==> config.mk <==
export PLATFORM = sky130hd
export DESIGN_NAME = cart_mapper
export DESIGN_NICKNAME = d
export VERILOG_FILES = /design/src/rtl/cart_map_pkg.sv /design/src/rtl/cart_map_regs.sv /design/src/rtl/cart_map_xlate.sv /design/src/rtl/cart_map_sizedec.sv /design/src/rtl/cart_mapper.sv
export SDC_FILE = /design/constraint.sdc
export NUM_CORES = 1
export LEC_CHECK = 0
export BUFFER_PORTS_ARGS = -buffer_cell sky130_fd_sc_hd__buf_4
export CORE_AREA = 2 2 59 61
export DETAILED_ROUTE_END_ITERATION = 8
export DIE_AREA = 0 0 61 63
export PLACE_DENSITY = 0.84
export SYNTH_ARGS = -nofsm -noshare
export SYNTH_HDL_FRONTEND = slang
export SYNTH_SLANG_ARGS = --single-unit
==> constraint.sdc <==
create_clock -name clk -period 2.1 [get_ports clk]
set_clock_uncertainty 0.1 [all_clocks]
set_input_delay 0.42 -clock clk [delete_from_list [all_inputs] [get_ports clk]]
set_output_delay 0.42 -clock clk [all_outputs]
set_load 0.005 [all_outputs]
==> src/rtl/cart_map_pkg.sv <==
package cart_map_pkg;
    parameter int BANK_W     = 7;
    parameter int LO_W       = 5;
    parameter int SHARED_W   = 2;
    parameter int ROM_OFF_W  = 14;
    parameter int RAM_OFF_W  = 13;
    parameter int SIZE_W     = 16;
    localparam int ROM_ADDR_W = BANK_W + ROM_OFF_W;
    localparam int RAM_ADDR_W = SHARED_W + RAM_OFF_W;

    typedef enum logic [1:0] {
        REG_ENABLE = 2'd0,
        REG_LOBANK = 2'd1,
        REG_SHARED = 2'd2,
        REG_MODE   = 2'd3
    } reg_sel_e;

    typedef struct packed {
        logic                ram_on;
        logic                mode;
        logic [SHARED_W-1:0] rom_hi;
        logic [LO_W-1:0]     rom_lo;
        logic [SHARED_W-1:0] ram_bank;
    } ctrl_t;

    function automatic logic [BANK_W-1:0] bank_mask(input logic [2:0] code);
        logic [BANK_W-1:0] m;
        for (int i = 0; i < BANK_W; i++)
            m[i] = (i <= int'(code));
        return m;
    endfunction

    function automatic logic [SIZE_W-1:0] ram_size_of(input logic [7:0] code);
        case (code)
            8'd0:    return SIZE_W'(0);
            8'd1:    return SIZE_W'(16'h0800);
            8'd3:    return SIZE_W'(16'h8000);
            default: return SIZE_W'(16'h2000);
        endcase
    endfunction
endpackage

==> src/rtl/cart_map_regs.sv <==
module cart_map_regs
    import cart_map_pkg::*;
(
    input  logic        clk,
    input  logic        rst,
    input  logic        wr,
    input  logic [15:0] addr,
    input  logic [7:0]  wdata,
    output ctrl_t       ctrl
);
    logic     hit;
    reg_sel_e sel;
    logic [LO_W-1:0] lo_val;

    assign hit    = wr && !addr[15];
    assign sel    = reg_sel_e'(addr[14:13]);
    assign lo_val = (wdata[LO_W-1:0] == '0) ? LO_W'(1) : wdata[LO_W-1:0];

    always_ff @(posedge clk) begin
        if (rst) begin
            ctrl.ram_on   <= 1'b0;
            ctrl.mode     <= 1'b0;
            ctrl.rom_hi   <= '0;
            ctrl.rom_lo   <= LO_W'(1);
            ctrl.ram_bank <= '0;
        end else if (hit) begin
            case (sel)
                REG_ENABLE: begin
                    if (wdata == 8'h0A)      ctrl.ram_on <= 1'b1;
                    else if (wdata == 8'h00) ctrl.ram_on <= 1'b0;
                end
                REG_LOBANK: ctrl.rom_lo <= lo_val;
                REG_SHARED: begin
                    if (ctrl.mode) ctrl.ram_bank <= wdata[SHARED_W-1:0];
                    else           ctrl.rom_hi   <= wdata[SHARED_W-1:0];
                end
                REG_MODE: begin
                    ctrl.mode <= wdata[0];
                    if (wdata[0]) ctrl.rom_hi   <= '0;
                    else          ctrl.ram_bank <= '0;
                end
                default: ;
            endcase
        end
    end
endmodule

==> src/rtl/cart_map_xlate.sv <==
module cart_map_xlate
    import cart_map_pkg::*;
(
    input  ctrl_t                 ctrl,
    input  logic [15:0]           addr,
    input  logic                  wr,
    input  logic [2:0]            size_code,
    input  logic [7:0]            rom_rdata,
    input  logic [7:0]            ram_rdata,
    output logic [ROM_ADDR_W-1:0] rom_addr,
    output logic [RAM_ADDR_W-1:0] ram_addr,
    output logic                  ram_we,
    output logic [7:0]            rdata
);
    logic [BANK_W-1:0] raw_bank;
    logic [BANK_W-1:0] eff_bank;
    logic              in_ram_win;

    assign raw_bank   = {ctrl.rom_hi, ctrl.rom_lo};
    assign eff_bank   = raw_bank & bank_mask(size_code);
    assign in_ram_win = (addr[15:13] == 3'b101);

    always_comb begin
        if (addr[15:14] == 2'b00)
            rom_addr = {{BANK_W{1'b0}}, addr[ROM_OFF_W-1:0]};
        else
            rom_addr = {eff_bank, addr[ROM_OFF_W-1:0]};
    end

    assign ram_addr = {ctrl.ram_bank, addr[RAM_OFF_W-1:0]};
    assign ram_we   = wr && in_ram_win && ctrl.ram_on;

    always_comb begin
        if (!addr[15])                     rdata = rom_rdata;
        else if (in_ram_win && ctrl.ram_on) rdata = ram_rdata;
        else                               rdata = 8'hFF;
    end
endmodule

==> src/rtl/cart_map_sizedec.sv <==
module cart_map_sizedec
    import cart_map_pkg::*;
(
    input  logic [7:0]        code,
    output logic [SIZE_W-1:0] bytes_o
);
    assign bytes_o = ram_size_of(code);
endmodule

==> src/rtl/cart_mapper.sv <==
module cart_mapper
    import cart_map_pkg::*;
(
    input  logic                  clk,
    input  logic                  rst,
    input  logic [15:0]           cpu_addr,
    input  logic [7:0]            cpu_wdata,
    input  logic                  cpu_wr,
    input  logic [2:0]            rom_size_code,
    input  logic [7:0]            ram_size_code,
    input  logic [7:0]            rom_rdata,
    input  logic [7:0]            ram_rdata,
    output logic [ROM_ADDR_W-1:0] rom_addr,
    output logic [RAM_ADDR_W-1:0] ram_addr,
    output logic                  ram_we,
    output logic                  ram_en,
    output logic [7:0]            cpu_rdata,
    output logic [SIZE_W-1:0]     ram_bytes
);
    ctrl_t ctrl;

    cart_map_regs u_regs (
        .clk   (clk),
        .rst   (rst),
        .wr    (cpu_wr),
        .addr  (cpu_addr),
        .wdata (cpu_wdata),
        .ctrl  (ctrl)
    );

    cart_map_xlate u_xlate (
        .ctrl      (ctrl),
        .addr      (cpu_addr),
        .wr        (cpu_wr),
        .size_code (rom_size_code),
        .rom_rdata (rom_rdata),
        .ram_rdata (ram_rdata),
        .rom_addr  (rom_addr),
        .ram_addr  (ram_addr),
        .ram_we    (ram_we),
        .rdata     (cpu_rdata)
    );

    cart_map_sizedec u_size (
        .code    (ram_size_code),
        .bytes_o (ram_bytes)
    );

    assign ram_en = ctrl.ram_on;
endmodule

# Yosys cells after proc, flatten, opt, wreduce, memory -nomap -nowiden
# Cells that the tools add are included.
# W data, S select, Z words.
dict set report word_totals {
  reg_bits 11
  inputBits 54
  output_inout_bits 62
  word_cells 53
}
dict set report classes {
  n_lt_le_gt_ge 6
  n_eq_ne 11
  n_mux 13
  bitwise_logic 1
  reduce_logical 17
}
# cell count
set ops {}
lappend ops {{$pmux W16 S3} 1}
lappend ops {{$mux W21} 1}
lappend ops {{$logic_not A8 Y1} 2}
lappend ops {{$mux W8} 2}
lappend ops {{$le A3 B3 Y1 const A} 3}
lappend ops {{$eq A8 B1 Y1 const B} 1}
lappend ops {{$eq A8 B2 Y1 const B} 1}
lappend ops {{$eq A8 B4 Y1 const B} 1}
lappend ops {{$mux W2} 4}
lappend ops {{$pmux W2 S2} 2}
lappend ops {{$reduce_and A4 Y1} 2}
lappend ops {{$and A7 B7 Y7} 1}
lappend ops {{$le A2 B3 Y1 const A} 2}
lappend ops {{$ne A2 B2 Y1 const B} 3}
lappend ops {{$logic_not A5 Y1} 1}
lappend ops {{$mux W5} 1}
lappend ops {{$eq A2 B2 Y1 const B} 2}
lappend ops {{$logic_and A1 B1 Y1} 4}
lappend ops {{$logic_not A2 Y1} 2}
lappend ops {{$reduce_and A2 Y1} 2}
lappend ops {{$reduce_bool A2 Y1} 2}
lappend ops {{$eq A3 B3 Y1 const B} 1}
lappend ops {{$le A1 B3 Y1 const A} 1}
lappend ops {{$reduce_and A3 Y1} 1}
lappend ops {{4 further kinds} 5}

# Depth between registers and ports, before layout
# Gate-level depths: netlist of the first run.
dict set report logic_depth {
  word_depth 4
  depth_mapped 4
  mapped_depth_nobuf 3
}

# Cells and area by module
# Synthesis of the first run repeated with hierarchy kept, for this count alone.
dict set report unflattened {
  hier_cells 154
  hier_area_um2 1101.1
}
# module n_inst cells_per_inst area_per_inst_um2 seq_area_each_um2
set by_module_without_submodules {}
lappend by_module_without_submodules {cart_map_regs 1 62 509.2 220.2}
lappend by_module_without_submodules {cart_map_xlate 1 72 444.2 0.0}
lappend by_module_without_submodules {cart_map_sizedec 1 20 147.6 0.0}

# Worst setup path after synthesis of the first run
# Ideal clock, no wire load.
dict set report synth_timing {
  path_kind {input port to output port}
  from {input ram_size_code[5]}
  to {output ram_bytes[11]}
  arrival_time_ns 1.259
  t_required_ns 1.580
  path_slack_ns 0.321
  cell_stages 3
  n_path_buf 0
  cell_sequence {or4_1 nor3_2 and3_1}
}
dict set report synth_between {
  elab_chain_cells 2
  word_cells_on_any_way 4
  cone_classes {eq/ne (2); mux (1); reduce/logical (1)}
}
# item line
set synth_lines {}
lappend synth_lines {{start: declaration} cart_mapper.sv:10} ;# input logic [7:0] ram_size_code,
lappend synth_lines {{$eq A8 B2 Y1 (tied with other cells)} cart_map_pkg.sv:34} ;# case (code)
lappend synth_lines {{$pmux W16 S3 *} cart_map_pkg.sv:34}
lappend synth_lines {{end: declaration} cart_mapper.sv:18} ;# output logic [SIZE_W-1:0] ram_bytes
# Mark *: on every way between the ends. The rest lies on a longest branch, timed or not.

# Final worst setup path of the first run
# Same ends and word-level chain as after synthesis.

==> reports/summary.txt, run 1 <==
synthesized flop and latch total -> 11
Pleak -> 0.647 nW
IO buf count -> 63
Max Slew Vio Count -> 0
met2 Usage GRT -> 20.6%
first-pass GRT wire length -> 3.86 mm
DRT iter0 DRCs -> 13
WP data arrival -> 1500 ps
number of clock sinks -> 11
top-count cell post-synth -> buf_4
Post-CTS Resized -> 0
fmax -> 0.495 GHz
crit path from -> ram_size_code[5]
CTS clk-pin slew, worst paths -> 70 ps
worst reg2reg setup slack -> 1010 ps
Remaining Overflow, GRT -> 0
top cell type's share of synthesized area -> 29.2%
crit start category -> primary input
R2R Path End -> u_regs.ctrl[0]
met1 Use GR -> 14.9%
initial antenna violation count -> 0
P per Cell Area -> 377 nW/µm²
die height -> 63 µm
Post-Syn Area -> 1080 µm²
Post-Syn Instances -> 131
Top reg by flops -> u_regs.ctrl
WHS Path Cells -> 3
Synth cell types -> 37
hold buffers post-CTS -> 0
TritonCTS clock tree -> done
crit path kind -> primary input to output port
top post-synthesis cells by area -> buf_4, dfxtp_1, o22a_1
Final ANT Viol Nets -> 0
Core Rows -> 21
Syn Area/Cell -> 8.23 µm²
Min-Delay Path Class -> primary input to flop
initial core utilization -> 33.4%
Clock Path Buffers -> 2
Num CTS Buffers -> 3
DIE AREA -> 3840 µm²
element type at the critical path end -> output port
Post-Place Setup Slack -> 66.5 ps
routed len/inst -> 12.0 µm
final setup TNS -> 0 ps
RSZ-0062 raised after global routing -> false
async set-or-reset flop fraction in the synthesized netlist -> 0%
Setup Buffers After CTS -> 0
list of most frequent post-synthesis cells -> buf_4, dfxtp_1, nor2_1
placed cell areas -> 1310 µm²
die width -> 61 µm
Antenna Cells -> 0
root buffer cell -> clkbuf_4
Final Cycle Share -> 96.2%
I/O pin cnt -> 116
Post-synth EDFFs -> 0
Synth area leader -> buf_4
H-tree levels -> 1
HP Start -> cpu_wdata[2]
WP data required -> 1580 ps
P&R area growth vs syn -> 24.2%
Placer Congestion -> 0.689
Post-Route WL -> 2.52 mm
final net count -> 219
largest net degree at the start of global routing -> 16
Total GRT Usage -> 13.0%
VDD IR max -> 0.239 mV
layout cells sized above 1 -> 43.3%
Final setup viols -> 0
DR vias/cell -> 4.68
Skew-Pair Late Insertion Delay -> 270 ps
yosys warns -> 0
WHS Endpoint -> u_regs.ctrl[4]
max-cap violations -> 0
final worst-path setup slack -> 79.3 ps
Main synth FF type -> dfxtp_1
sequential element share of the synthesized area -> 20.4%
first drt pass iteration count -> 4
final hold vios -> 0
core area -> 3230 µm²
max FFs per register -> 11
via count -> 983
leading registers by flop count -> u_regs.ctrl x11
r2r startpoint -> u_regs.ctrl[9]
DP HPWL -> 2.01 mm
most used routing layer -> met2
critical path peak fanout -> 3
R2R depth -> 3
outcome -> completed
DRC errors left -> 0
met3 Use GR -> 3.31%
cell area after layout -> 1340 µm²
WHS -> 294 ps
number of global-route vias before repair -> 910
final worst path period need -> 2020 ps
==> power breakdown <==
group          switching [W]  internal, W
sequential        0.00000188     0.000212
combinational      0.0000603    0.0000831
clock              0.0000745    0.0000737
total               0.000137     0.000369
==> worst max-delay path by stage <==
stage          slack (ps)             to  cells past startpoint
2_1_floorplan         320  ram_bytes[11]                      3
3_3_place_gp          110  ram_bytes[11]                      5
3_5_place_dp           70  ram_bytes[11]                      5
4_1_cts                60  ram_bytes[11]                      5
5_1_grt                20  ram_bytes[11]                      5
6_report               80  ram_bytes[11]                      5
==> stage by stage <==
step,total power [W],std cells,util [%]
floorplan,0.000328,143,-
global placement,0.000361,206,40.7
detailed placement,0.000362,206,40.7
CTS,0.000510,210,41.5
global route,0.000530,210,41.5
finish,0.000506,210,41.5
==> routing by layer <==
layer	wire [µm]	vias to the layer above
met5	0	-
met4	88	0
met3	222	14
met2	1190	49
met1	1020	436
li1	-	484
==> worst max-delay path, cell delays in order <==
cell,delay (ps)
buf_4,100
or4_1,520
nor3_2,160
and3_1,180
buf_4,100
==> cell usage in the layout, fill, tap and decap left out, drive strengths merged, types with 2 or more instances in the layout <==
cell / n
dfxtp: 11
nor4b: 2
o21ai: 4
conb: 13
mux2i: 4
clkbuf: 4
o211ai: 2
and2: 2
a21oi: 7
and3: 4
buf: 63
o22a: 8
nor4: 2
o31ai: 4
nor2b: 2
nand4: 2
nor2: 9
nand4b: 2
inv: 4
==> cells by family after synthesis <==
group | Yosys count | synth area share [%]
other | 1 | 0.348
AND/OR/NAND/NOR | 36 | 23.2
multiplexers | 4 | 3.71
AO/OA/AOI/OAI | 29 | 19.4
flip-flops | 11 | 20.4
buffers and inverters | 50 | 32.9
==> final cells by class <==
type | count | area, µm²
flip-flops and latches | 11 | 220
well taps | 46 | 57.6
clock buffers | 4 | 26.3
repair buffers | 63 | 473
fillers | 344 | 1890
multi-input cells | 82 | 548
inverters | 4 | 15.0
(Power assumes the default switching activity.)
==> run 2, diff against run 1 <==
Settings changed: ABC_AREA set to 1, CORE_AREA 2 2 59 61 to 2 2 60 62, CTS_BUF_LIST set to sky130_fd_sc_hd__clkbuf_8, DIE_AREA 0 0 61 63 to 0 0 62 64, PLACE_DENSITY 0.84 to 0.82.
==> run 2 against run 1 <==
- power is 16% higher
- non-clock buffer count stayed put
- register-to-register slack hardly changed
- first-iteration DRC count is 38% higher
- critical endpoint is now cpu_rdata[2]
==> reports/summary.txt, run 2 <==
top-count cell post-synth -> buf_4
final worst path period need -> 1800 ps
Core Rows -> 21
top cell type's share of synthesized area -> 28.5%
Max Slew Vio Count -> 0
layout cells sized above 1 -> 38.5%
H-tree levels -> 1
Post-CTS Resized -> 0
Setup Buffers After CTS -> 0
Pleak -> 0.740 nW
root buffer cell -> clkbuf_8
Final setup viols -> 0
leading registers by flop count -> u_regs.ctrl x11
CTS clk-pin slew, worst paths -> 50 ps
critical-path cell list -> buf_4 > inv_1 > nor2_2 > nand3_2 > o22ai_1 > inv_1 > buf_4
core area -> 3280 µm²
die height -> 64 µm
Synth cell types -> 23
initial antenna violation count -> 0
routed len/inst -> 10.1 µm
Post-Syn Instances -> 172
number of global-route vias before repair -> 988
P per Cell Area -> 419 nW/µm²
critical path peak fanout -> 9
Skew-Pair Late Insertion Delay -> 230 ps
Remaining Overflow, GRT -> 0
Slowest Stage Delay on Critical Path -> 190 ps
clock share of power -> 35.9%
sequential element share of the synthesized area -> 19.9%
hold buffers post-CTS -> 0
Syn Area/Cell -> 6.43 µm²
element type at the critical path end -> output port
DP HPWL -> 2.11 mm
crit start category -> primary input
placed insts -> 250
Total GRT Usage -> 12.8%
max FFs per register -> 11
multiplexer area fraction after synthesis -> 0%
Synth area leader -> buf_4
slowest cell on the critical path -> nand3_2
Final ANT Viol Nets -> 0
Antenna Cells -> 0
P_int -> 0.000428 W
I/O pin cnt -> 116
Num CTS Buffers -> 3
RSZ-0062 raised after global routing -> false
Synth Area in XOR/XNOR -> 0%
commonest non-fill, non-tap cells in the layout -> buf_4, inv_1, nor2_1
WP data required -> 1580 ps
largest net degree at the start of global routing -> 12
die width -> 62 µm
Synth Area in Compound Gates -> 13.8%
fmax -> 0.557 GHz
Final Cycle Share -> 85.5%
yosys warns -> 0
via count -> 1078
crit path kind -> primary input to output port
Post-Syn Area -> 1110 µm²
final hold vios -> 0
Comb power frac -> 27.0%
number of clock sinks -> 11
max-cap violations -> 0
P&R area growth vs syn -> 26.6%
Post-synth EDFFs -> 0
WHS -> 287 ps
Post-Synth Adder-Cell Area -> 0%
DRT iter0 DRCs -> 18
DRC errors left -> 0
Sw Ratio -> 27.0%
TritonCTS clock tree -> done
final net count -> 263
Main synth FF type -> dfxtp_1
list of most frequent post-synthesis cells -> buf_4, inv_1, nor2_1
first drt pass iteration count -> 4
final setup TNS -> 0 ps
sequential share of power -> 37.1%
outcome -> completed
NetSw -> 0.000158 W
first-pass GRT wire length -> 4.00 mm
most common cell after layout, fill and taps aside -> buf_4
WP data arrival -> 1280 ps
Clock Path Buffers -> 2
DR vias/cell -> 4.24
fin cells -> 254
VDD IR max -> 0.266 mV
Min-Delay Path Class -> primary input to flop
number of fillers in the final layout -> 350
IO buf count -> 63
post-synthesis simple-gate area fraction -> 25.6%
async set-or-reset flop fraction in the synthesized netlist -> 0%
Top reg by flops -> u_regs.ctrl
largest family of logic cells by synthesized area -> buffers and inverters
Placer Congestion -> 0.805
synthesized flop and latch total -> 11
Post-Route WL -> 2.58 mm
initial core utilization -> 33.7%
DIE AREA -> 3970 µm²
top post-synthesis cells by area -> buf_4, dfxtp_1, inv_1
[run 2: changes by cell type in the layout (fill, tap and decap cells not counted), sizes merged, moves of 6 or more]
cell   before  now
o22a        8    0
nand2       1   21
o21ai       4   10
nor2        9   24
inv         4   33
o22ai       0    8
[run 2: area by class of cell]
cell class	count	area, µm²	area share (%)
Multi-Input combinational cell	98	484	34.6
Timing Repair Buffer	63	473	33.8
Sequential cell	11	220	15.7
Clock buffer	3	41.3	2.95
Clock inverter	1	3.75	0.268
Tap cell	46	57.6	4.11
Inverter	32	120	8.58
[run 2: cells by family (layout without fill, tap and decap cells)]
logic type | after synthesis | in the layout
buf+inv | 75 | 99
other cells | 1 | 13
compound gates | 26 | 26
simple gates | 59 | 59
flops | 11 | 11
[run 2: final timing paths]
kind	slack, ps	startpoint	cells past startpoint	endpoint
setup / recovery	300	cpu_addr[13]	7	cpu_rdata[2]
hold / removal	290	rst	2	u_regs.ctrl[10]
setup reg to reg	1020	u_regs.ctrl[9]	5	u_regs.ctrl[0]
hold reg to reg	380	u_regs.ctrl[1]	2	u_regs.ctrl[1]
[run 2: per-layer routing]
layer,GRT usage [%],routed length [µm]
met5,0,0
met4,2.39,21
met3,3.85,269
met2,23.0,1310
met1,14.3,975
[run 2: metrics by stage]
stage	instance area [µm²]	total power, W	utilization (%)	setup slack (ps)
5_1_grt	1400	0.000617	42.6	197
3_5_place_dp	1360	0.000379	41.3	312
2_1_floorplan	1150	0.000347	-	583
6_report	1400	0.000586	42.6	305
4_1_cts	1400	0.000587	42.6	311
3_3_place_gp	1360	0.000376	41.3	327
[run 2: power by group through the flow]
stage | sequential [W] | clock (W) | combinational [W]
after CTS | 0.000218 | 0.000212 | 0.000158
after global placement | 0.000222 | 0 | 0.000154
final | 0.000218 | 0.000211 | 0.000158
after floorplan | 0.000221 | 0 | 0.000126
after detailed placement | 0.000222 | 0 | 0.000157
after global routing | 0.000218 | 0.000223 | 0.000175
[run 2: critical path: cells and delay by family]
kind | cells | cell delay (ps)
and+or+nand+nor | 2 | 330
buffers and inverters | 4 | 360
AOI/OAI and AO/OA | 1 | 170
==> run 3, diff against run 2 <==
Settings changed: REMOVE_ABC_BUFFERS set to 1, SKIP_LAST_GASP set to 1.
==> run 3 against run 2 <==
- wire length rose by 11%
- fmax shrank 2.0%
- critical path type unchanged
- largest cell class unchanged
- sequential power about the same
- highest routed layer unchanged
==> reports/summary.txt, run 3 (synthesized netlist as in run 2, its figures left out) <==
Post-CTS Resized -> 0
element type at the critical path end -> output port
CTS clk-pin slew, worst paths -> 50 ps
Top reg by flops -> u_regs.ctrl
Comb power frac -> 26.7%
crit path from -> cpu_addr[13]
clock share of power -> 36.2%
WP data required -> 1580 ps
multi-input logic area -> 484 µm²
commonest non-fill, non-tap cells in the layout -> buf_4, inv_1, nor2_1
routed len/inst -> 11.2 µm
crit path kind -> primary input to output port
Remaining Overflow, GRT -> 0
via count -> 1132
Sw Ratio -> 27.0%
root buffer cell -> clkbuf_8
die width -> 62 µm
RSZ-0062 raised after global routing -> false
final worst path period need -> 1830 ps
Final setup viols -> 0
IO buf count -> 63
number of global-route vias before repair -> 1127
DR vias/cell -> 4.46
critical path peak fanout -> 9
Placer Congestion -> 0.746
NetSw -> 0.000159 W
Final ANT Viol Nets -> 0
worst path bufs/invs -> 4
largest net degree at the start of global routing -> 12
Total GRT Usage -> 15.6%
P_int -> 0.000429 W
initial core utilization -> 33.7%
final hold vios -> 0
DRT iter0 DRCs -> 20
worst reg2reg setup slack -> 1010 ps
Slowest Stage Delay on Critical Path -> 190 ps
TritonCTS clock tree -> done
DP HPWL -> 2.45 mm
Skew-Pair Late Insertion Delay -> 240 ps
Max Slew Vio Count -> 0
first drt pass iteration count -> 4
VDD IR max -> 0.147 mV
H-tree levels -> 1
r2r startpoint -> u_regs.ctrl[9]
CP Capture Point -> cpu_rdata[3]
outcome -> completed
Post-Place Setup Slack -> 262 ps
number of fillers in the final layout -> 359
Final Cycle Share -> 87.2%
Num CTS Buffers -> 3
initial antenna violation count -> 0
layout cells sized above 1 -> 38.5%
max-cap violations -> 0
final net count -> 263
most common cell after layout, fill and taps aside -> buf_4
WP data arrival -> 1310 ps
Stages on worst setup path -> 7
critical-path cell list -> buf_4 > inv_1 > nor2_2 > nand3_2 > o22ai_1 > inv_1 > buf_4
max FFs per register -> 11
Min-Delay Path Class -> primary input to flop
Clock Path Buffers -> 2
Post-Route WL -> 2.85 mm
first-pass GRT wire length -> 4.63 mm
hold buffers post-CTS -> 0
fmax -> 0.546 GHz
P&R area growth vs syn -> 26.6%
core area -> 3280 µm²
R2R depth -> 5
final setup TNS -> 0 ps
die height -> 64 µm
P per Cell Area -> 420 nW/µm²
leading registers by flop count -> u_regs.ctrl x11
fin util -> 42.6%
Setup Buffers After CTS -> 0
crit start category -> primary input
register area -> 220 µm²
Core Rows -> 21
Antenna Cells -> 0
I/O pin cnt -> 116
DRC errors left -> 0
Pleak -> 0.740 nW
final worst-path setup slack -> 268 ps
number of clock sinks -> 11
DIE AREA -> 3970 µm²
sequential share of power -> 37.1%
R2R Path End -> u_regs.ctrl[0]
slowest cell on the critical path -> nand3_2
delay-heaviest family, CP -> buffers and inverters
==> run 3: through the flow <==
stage	std cells	power, W	hold slack (ps)	area [µm²]
after global routing	254	0.000627	297	1400
after CTS	254	0.000595	282	1400
final	254	0.000587	280	1400
after detailed placement	250	0.000381	373	1360
after global placement	250	0.000377	372	1360
after floorplan	141	0.000282	339	825
==> run 3: layout make-up <==
class                   count  area share (%)
multi-input cells          98            34.6
flip-flops and latches     11            15.7
clock buffers               3            2.95
inverters                  32            8.58
well taps                  46            4.11
clock inverters             1           0.268
repair buffers             63            33.8
==> run 3: worst min path at each step <==
stage	cells past startpoint	from	to	slack (ps)
3_3_place_gp	2	u_regs.ctrl[0]	u_regs.ctrl[0]	370
4_1_cts	2	rst	u_regs.ctrl[10]	280
2_1_floorplan	2	u_regs.ctrl[6]	u_regs.ctrl[6]	340
5_1_grt	2	rst	u_regs.ctrl[7]	300
3_5_place_dp	2	u_regs.ctrl[0]	u_regs.ctrl[0]	370
6_report	2	rst	u_regs.ctrl[10]	280
==> run 3: per-layer routing <==
| layer | routed length, µm | track usage (%) | share of wire, % |
|---|---|---|---|
| met1 | 1170 | 16.4 | 41 |
| met2 | 1180 | 24.1 | 41 |
| met3 | 432 | 8.30 | 15 |
| met4 | 60 | 7.71 | 2.1 |
| met5 | 0 | 6.35 | 0 |
==> run 3: worst register-to-register path, stage by stage, from the launching register on <==
cell and delay (ps):
dfxtp_1 330, nand2_1 70, o21ai_2 130, nand3_1 120
o21ai_0 190, nor2_1 50
==> run 3: power groups by stage <==
stage	combinational (W)	sequential (W)	clock [W]
after floorplan	0.0000610	0.000221	0
after global placement	0.000154	0.000222	0
after detailed placement	0.000158	0.000222	0
after CTS	0.000159	0.000218	0.000218
after global routing	0.000180	0.000218	0.000228
final	0.000157	0.000218	0.000212
